### src/rtl/fade_dimmer.sv
module fade_dimmer #(
  parameter int CLK_HZ  = 50_000_000,
  parameter int TICK_HZ = 5000
) (
  input  logic       clk,
  input  logic       rst_n,
  input  logic       arc_req,
  input  logic [7:0] arc_value,
  input  logic       fade_load,
  input  logic [3:0] fade_code,
  input  logic       reset_cmd,
  output logic [7:0] level,
  output logic [7:0] status
);
  localparam int TC = (CLK_HZ / TICK_HZ < 1) ? 1 : CLK_HZ / TICK_HZ;
  localparam int TW = (TC > 1) ? $clog2(TC) : 1;
  localparam int AW = 20;
  localparam logic [7:0] LVL_RESET = 8'd254;

  function automatic logic [AW-1:0] fade_ticks(input logic [3:0] c);
    logic [AW-1:0] base;
    logic [3:0] sh;
    base = c[0] ? AW'(3536) : AW'(2500);
    sh = c[0] ? ((c - 4'd1) >> 1) : (c >> 1);
    return base << sh;
  endfunction

  logic [TW-1:0] cnt;
  logic [3:0]    code_q;
  logic [7:0]    level_q, target_q, delta_q;
  logic [AW-1:0] total_q, acc_q;
  logic          running;

  wire [3:0]  eff_code   = fade_load ? fade_code : code_q;
  wire        tick       = running && (cnt == TW'(TC - 1));
  wire [AW:0] acc_sum    = {1'b0, acc_q} + (AW+1)'(delta_q);
  wire        step       = tick && (acc_sum >= {1'b0, total_q});
  wire [7:0]  level_step = (target_q > level_q) ? level_q + 8'd1 : level_q - 8'd1;
  wire        idle_move  = arc_req && (eff_code == 4'd0 || arc_value == level_q);

  always_ff @(posedge clk or negedge rst_n) begin
    if (!rst_n) begin
      cnt <= '0; code_q <= '0; level_q <= LVL_RESET; target_q <= LVL_RESET;
      delta_q <= '0; total_q <= '0; acc_q <= '0; running <= 1'b0;
    end else if (reset_cmd) begin
      cnt <= '0; code_q <= '0; level_q <= LVL_RESET; target_q <= LVL_RESET;
      delta_q <= '0; total_q <= '0; acc_q <= '0; running <= 1'b0;
    end else begin
      if (fade_load) code_q <= fade_code;
      if (arc_req) begin
        target_q <= arc_value;
        acc_q    <= '0;
        cnt      <= '0;
        delta_q  <= (arc_value > level_q) ? arc_value - level_q : level_q - arc_value;
        total_q  <= fade_ticks(eff_code);
        if (idle_move) begin
          level_q <= arc_value;
          running <= 1'b0;
        end else begin
          running <= 1'b1;
        end
      end else if (running) begin
        cnt <= tick ? '0 : cnt + 1'b1;
        if (tick) acc_q <= step ? AW'(acc_sum - {1'b0, total_q}) : acc_sum[AW-1:0];
        if (step) begin
          level_q <= level_step;
          if (level_step == target_q) running <= 1'b0;
        end
      end
    end
  end

  assign level  = level_q;
  assign status = {3'b000, running, 1'b0, level_q != 8'd0, 2'b00};


  reset_state_chk: assert property (@(posedge clk) disable iff (!rst_n)
    reset_cmd |=> (level == LVL_RESET && status == 8'h04));

  immediate_chk: assert property (@(posedge clk) disable iff (!rst_n)
    (arc_req && !reset_cmd && eff_code == 4'd0) |=> (level == $past(arc_value) && !status[4]));

  no_jump_chk: assert property (@(posedge clk) disable iff (!rst_n)
    (arc_req && !reset_cmd && !idle_move) |=> (level == $past(level) && status[4]));

  step_size_chk: assert property (@(posedge clk) disable iff (!rst_n)
    (!reset_cmd && !idle_move) |=>
      (level == $past(level) || level == $past(level) + 8'd1 || level == $past(level) - 8'd1));

  settle_chk: assert property (@(posedge clk) disable iff (!rst_n)
    (!status[4] && !arc_req && !reset_cmd) |=> $stable(level));
endmodule

### config.mk
export PLATFORM = sky130hd
export DESIGN_NAME = fade_dimmer
export DESIGN_NICKNAME = d
export VERILOG_FILES = /design/src/rtl/fade_dimmer.sv
export SDC_FILE = /design/constraint.sdc
export NUM_CORES = 1
export LEC_CHECK = 0
export BUFFER_PORTS_ARGS = -buffer_cell sky130_fd_sc_hd__clkbuf_2
export CORE_MARGIN = 2
export CORE_UTILIZATION = 35
export CTS_BUF_LIST = sky130_fd_sc_hd__clkbuf_4 sky130_fd_sc_hd__clkbuf_8
export CTS_CLUSTER_SIZE = 24
export DETAILED_ROUTE_END_ITERATION = 7
export GPL_TIMING_DRIVEN = 0
export PLACE_DENSITY = 0.61
export SLEW_MARGIN = 5
export SYNTH_ARGS = -nofsm -noshare
export SYNTH_HDL_FRONTEND = slang
export SYNTH_SLANG_ARGS = --single-unit
### constraint.sdc
create_clock -name clk -period 6.5 [get_ports clk]
set_input_delay 0.325 -clock clk [delete_from_list [all_inputs] [get_ports clk]]
set_output_delay 0.325 -clock clk [all_outputs]
set_load 0.01 [all_outputs]
==> impl_summary.md <==
STA
Once routing completed, OpenROAD measured the worst setup slack at 1574 ps. The final period demand of the worst path is about 4900 ps. Setup repair after global routing left no endpoint under its margin. The setup TNS is 0 ps. The max-slew violation count is 0. The post-route fraction of the period consumed by the critical path is 75.78%.

Headroom to the max-slew limit came out at 43.74%. Hold timing on the final database bottoms out at a slack of roughly 220 ps. For the pin with the worst max-slew slack, the measured transition is roughly 820 ps. The number of failing setup endpoints in the final timing report is 0. The maximum frequency from static timing analysis is between 200 and 250 MHz. The post-route clock skew is 12.34 ps. The final count of hold timing violations is 0.

Min path
The path class of the tightest hold or removal check is input port to flop. In this run the most critical hold path is launched from arc_value[4]. Counting instances, the worst hold path has a depth of 3.

For hold timing, the worst endpoint is target_q[4]$_DFFE_PN1P_.

Floorplanning
The overall die width is 142.3 um. The die covers around 20000 um^2. In this run the count of I/O pins placed on the die edge is 33.

The row count is 50. The overall die height is between 100 and 150 um. The total core area is 18710 um^2.

The effective utilization at floorplan is 35.79%.

Power
The switching share of total power is 45.34%. For this design the ratio of total power to cell area is 352.7 nW/um^2. The internal portion of the total power is 0.001421 W. Per report_power, the clock group accounts for around 15% of the total.

The proportion of power drawn by flip-flops and latches is 24.3%. The switching power is roughly 0.0012 W. The leakage power figure is 3.248 nW. The proportion of power drawn by combinational gates is 60.2%. Total power for the finished layout comes to 0.002600 W. IR analysis of the VDD net gives a maximum drop of roughly 0.00041 V.

Critical path
The count of cells along the worst register-to-register path is 17. STA classifies the critical path endpoint as a flop. The category of the worst setup path launch point is a flop. The critical path required time is 6820 ps. Along the worst path, the maximum fanout reaches 8. The endpoint of the worst register-to-register path is level[3]$_DFFE_PN1P_. The flop-to-flop setup slack is 1570 ps. The data arrival time at the worst-slack endpoint is 5250 ps. The worst register-to-register path begins at delta_q[0]$_DFFE_PN0P_. The critical setup path kind is flop to flop.

Placed design
The congestion estimate from routability-driven global placement came to roughly 0.94. Once detailed placement completed, the half-perimeter wirelength came to about 14000 um. Timing analysis after detailed placement gives a worst setup slack of 1630 ps. The number of port buffers is 24.

After detailed placement, the total cell area comes to 7156 um^2.

Global route
For this run, global-route usage on met1 was measured as between 20% and 30%. Entering global routing, the biggest net connects between 50 and 60 pins. The layer with the highest usage is met2. Across every metal layer, demand over resource in global routing totals 18.87%.

The initial antenna violation count is 0. The number of global-route vias before repair is 5814. The total overflow reported by the global router is 0. Global routing used between 3 and 4% of the available met3 tracks. For this run, global-route usage on met2 was measured as 30.79%. The first-pass GRT wire length is 30040 um.

Final layout
The most common cell after layout, fill and taps aside is sky130_fd_sc_hd__nor2_1. The filler cells instantiated in the layout total 1927. The net count of the finished layout is 912.

In the final layout, the share of cells above drive strength 1 is a little over a tenth. In the final layout, flip-flops and latches occupy 2019 um^2. The top cell types in the final layout, fill and taps aside, are 78 x sky130_fd_sc_hd__nor2_1, 66 x sky130_fd_sc_hd__dfrtp_1, 60 x sky130_fd_sc_hd__a21oi_1, 57 x sky130_fd_sc_hd__nand2_1, 56 x sky130_fd_sc_hd__ha_1.

0 antenna diodes ended up in the layout. The signed area change from the synthesized netlist to the final layout is 10.11%. Once layout is done, the placed cells without fillers occupy 7371 um^2. The multi-input combinational cell area is 4313 um^2.

Drt
The detailed-route vias per instance is 5.502. Wires add up to around 18000 um. The number of nets with antenna violations after routing is 0.

The detailed-route via count is 5909. After detailed routing, the average wire length per cell comes to roughly 17 um. The number of detailed-route iterations in the first pass is 5. The number of remaining DRC errors is 0.

The first routing iteration left 402 violations.

Clocking
In this run the clock root is driven by a sky130_fd_sc_hd__clkbuf_8. The number of buffers on the longest clock path is 2. Counting the buffers created by CTS gives 9. Clock latency on the worst-skew pair, taken at its later pin, is a little under 400 ps.

The clock transition time at the flip-flop clock pins of the worst setup and hold paths is around 90 ps. The clock tree synthesis step divided the H-tree into 3 levels. The tree built by TritonCTS fans out to 80 sinks. The clock tree from TritonCTS is built.

Run
The number of max-cap violations is 0.

Synthesis
After synthesis, flip-flops and latches occupy between 30% and 40% of the total area. The synthesized area per cell is 8.441 um^2. The synthesized design contains 0 enable-type register cells. After synthesis, the cell types taking the most area are sky130_fd_sc_hd__dfrtp_1 25%, sky130_fd_sc_hd__ha_1 10%, sky130_fd_sc_hd__dfstp_2 5.5%.

In the synthesized netlist the dominant register cell turns out to be sky130_fd_sc_hd__dfrtp_1. Of the post-synthesis cell area, the dominant cell type holds roughly 25%. After Yosys synthesis, full adders, half adders and majority gates account for a little under an eighth of the synthesized area. The number of different library cells in the post-synthesis netlist is 65. The synthesized netlist occupies a cell area of 6694 um^2. By area, the combinational part of the netlist is dominated by simple AND/OR/NAND/NOR gates.

Summing the areas of all xor and xnor instances in the mapped netlist gives 7.458% of the synthesized area. Synthesis handed over a netlist of 793 instances. Measured against the total synthesized area, the mux share comes to under 10%. During synthesis, Yosys emitted a total of 0 warnings. The synthesized design spends more area on one cell type than any other, namely sky130_fd_sc_hd__dfrtp_1. The basic-gate share of the synthesized area counting and, or, nand and nor cells is 19.55%. The fraction of registers with async set or reset after synthesis is 100.0%. The synthesized netlist devotes a little under a fifth of its cell area to compound gates. The number of synthesized register bits is 80.

Run status
The run finished with clean final reports.
[layer usage]
layer  wire length [um]  up-vias
met1               8483     2817
met3                816       26
li1                   -     2917
met4                429        0
met5                  0        -
met2               8579      149
[state kept, by name, summed over array words and instances (netlist names)]
register / flops
acc_q: 20
total_q: 17
cnt: 14
delta_q: 8
level: 8
target_q: 8
code_q: 4
running: 1
[per-stage QoR]
stage	cells	util (%)
floorplan	798	-
global placement	1056	38.09
detailed placement	1057	38.25
CTS	1074	39.40
global route	1074	39.40
finish	1074	39.40
[critical path, cell delays in order (launching register included)]
cell	delay, ps
sky130_fd_sc_hd__dfrtp_1	430
sky130_fd_sc_hd__ha_1	260
sky130_fd_sc_hd__fa_1	410
sky130_fd_sc_hd__a21o_1	190
sky130_fd_sc_hd__a211oi_1	250
sky130_fd_sc_hd__nor2_1	120
sky130_fd_sc_hd__o211ai_1	540
sky130_fd_sc_hd__nor2_1	130
sky130_fd_sc_hd__xor2_1	240
sky130_fd_sc_hd__ha_1	330
sky130_fd_sc_hd__and3_1	230
sky130_fd_sc_hd__a31oi_1	180
sky130_fd_sc_hd__o21ai_0	130
sky130_fd_sc_hd__o211ai_1	370
sky130_fd_sc_hd__nand3b_4	110
sky130_fd_sc_hd__buf_6	160
sky130_fd_sc_hd__a31oi_4	420
sky130_fd_sc_hd__mux2_4	340
[cells by family (layout without fill, tap and decap cells)]
group / count (synthesis) / count (layout)
AND/OR/NAND/NOR: 266 / 266
AO/OA/AOI/OAI: 198 / 198
buffers and inverters: 90 / 132
flip-flops: 80 / 80
adder cells (fa/ha/maj): 60 / 60
XOR/XNOR: 57 / 57
multiplexers: 41 / 41
other: 1 / 6
[final cells by class]
class                   instances  area share, %
multi-input cells             628          58.51
flip-flops and latches         80          27.40
well taps                     234          3.972
inverters                      51          2.597
plain buffers                  39          2.563
repair buffers                 26          2.173
clock buffers                  10          1.867
clock inverters                 6         0.9167
[repair_timing]
item / CTS / global route
endpoints found under the hold margin: 24 / 0
gates resized for setup: 0 / 0
setup buffers: 0 / 0
hold buffers: 1 / 0
[power groups by stage]
stage | Clock, W | Sequential (W) | Combinational (W)
6_report | 0.000401 | 0.000632 | 0.00157
5_1_grt | 0.000430 | 0.000638 | 0.00175
4_1_cts | 0.000408 | 0.000632 | 0.00156
3_5_place_dp | 0 | 0.000640 | 0.00155
3_3_place_gp | 0 | 0.000641 | 0.00154
2_1_floorplan | 0 | 0.000617 | 0.00121
[worst max-delay path by stage]
stage / start / to / slack (ps) / cells past startpoint
5_1_grt: delta_q[0]$_DFFE_PN0P_ / level[5]$_DFFE_PN1P_ / 1200 / 17
4_1_cts: delta_q[0]$_DFFE_PN0P_ / level[3]$_DFFE_PN1P_ / 1590 / 17
6_report: delta_q[0]$_DFFE_PN0P_ / level[3]$_DFFE_PN1P_ / 1570 / 17
3_5_place_dp: delta_q[0]$_DFFE_PN0P_ / level[5]$_DFFE_PN1P_ / 1630 / 17
3_3_place_gp: delta_q[0]$_DFFE_PN0P_ / level[5]$_DFFE_PN1P_ / 1670 / 17
2_1_floorplan: delta_q[0]$_DFFE_PN0P_ / level[2]$_DFFE_PN1P_ / 2380 / 17
[synthesized netlist by cell type (6+ instances only)]
library cell	instances
sky130_fd_sc_hd__o211ai_1	11
sky130_fd_sc_hd__nand4_1	14
sky130_fd_sc_hd__nor4_1	8
sky130_fd_sc_hd__dfrtp_1	66
sky130_fd_sc_hd__a21o_1	8
sky130_fd_sc_hd__a211oi_1	26
sky130_fd_sc_hd__o21ai_0	49
sky130_fd_sc_hd__dfstp_2	14
sky130_fd_sc_hd__a31oi_1	7
sky130_fd_sc_hd__nand3_1	35
sky130_fd_sc_hd__or3_1	7
sky130_fd_sc_hd__clkbuf_1	24
sky130_fd_sc_hd__inv_1	51
sky130_fd_sc_hd__nand2_1	57
sky130_fd_sc_hd__xnor2_1	34
sky130_fd_sc_hd__buf_4	8
sky130_fd_sc_hd__nor2_1	78
sky130_fd_sc_hd__mux2i_1	32
sky130_fd_sc_hd__ha_1	56
sky130_fd_sc_hd__and3_1	7
sky130_fd_sc_hd__nor3_1	21
sky130_fd_sc_hd__nor2b_1	6
sky130_fd_sc_hd__xor2_1	23
sky130_fd_sc_hd__a21oi_1	60
sky130_fd_sc_hd__nand2b_1	7
Note: power is estimated with default switching activity, not from simulation.
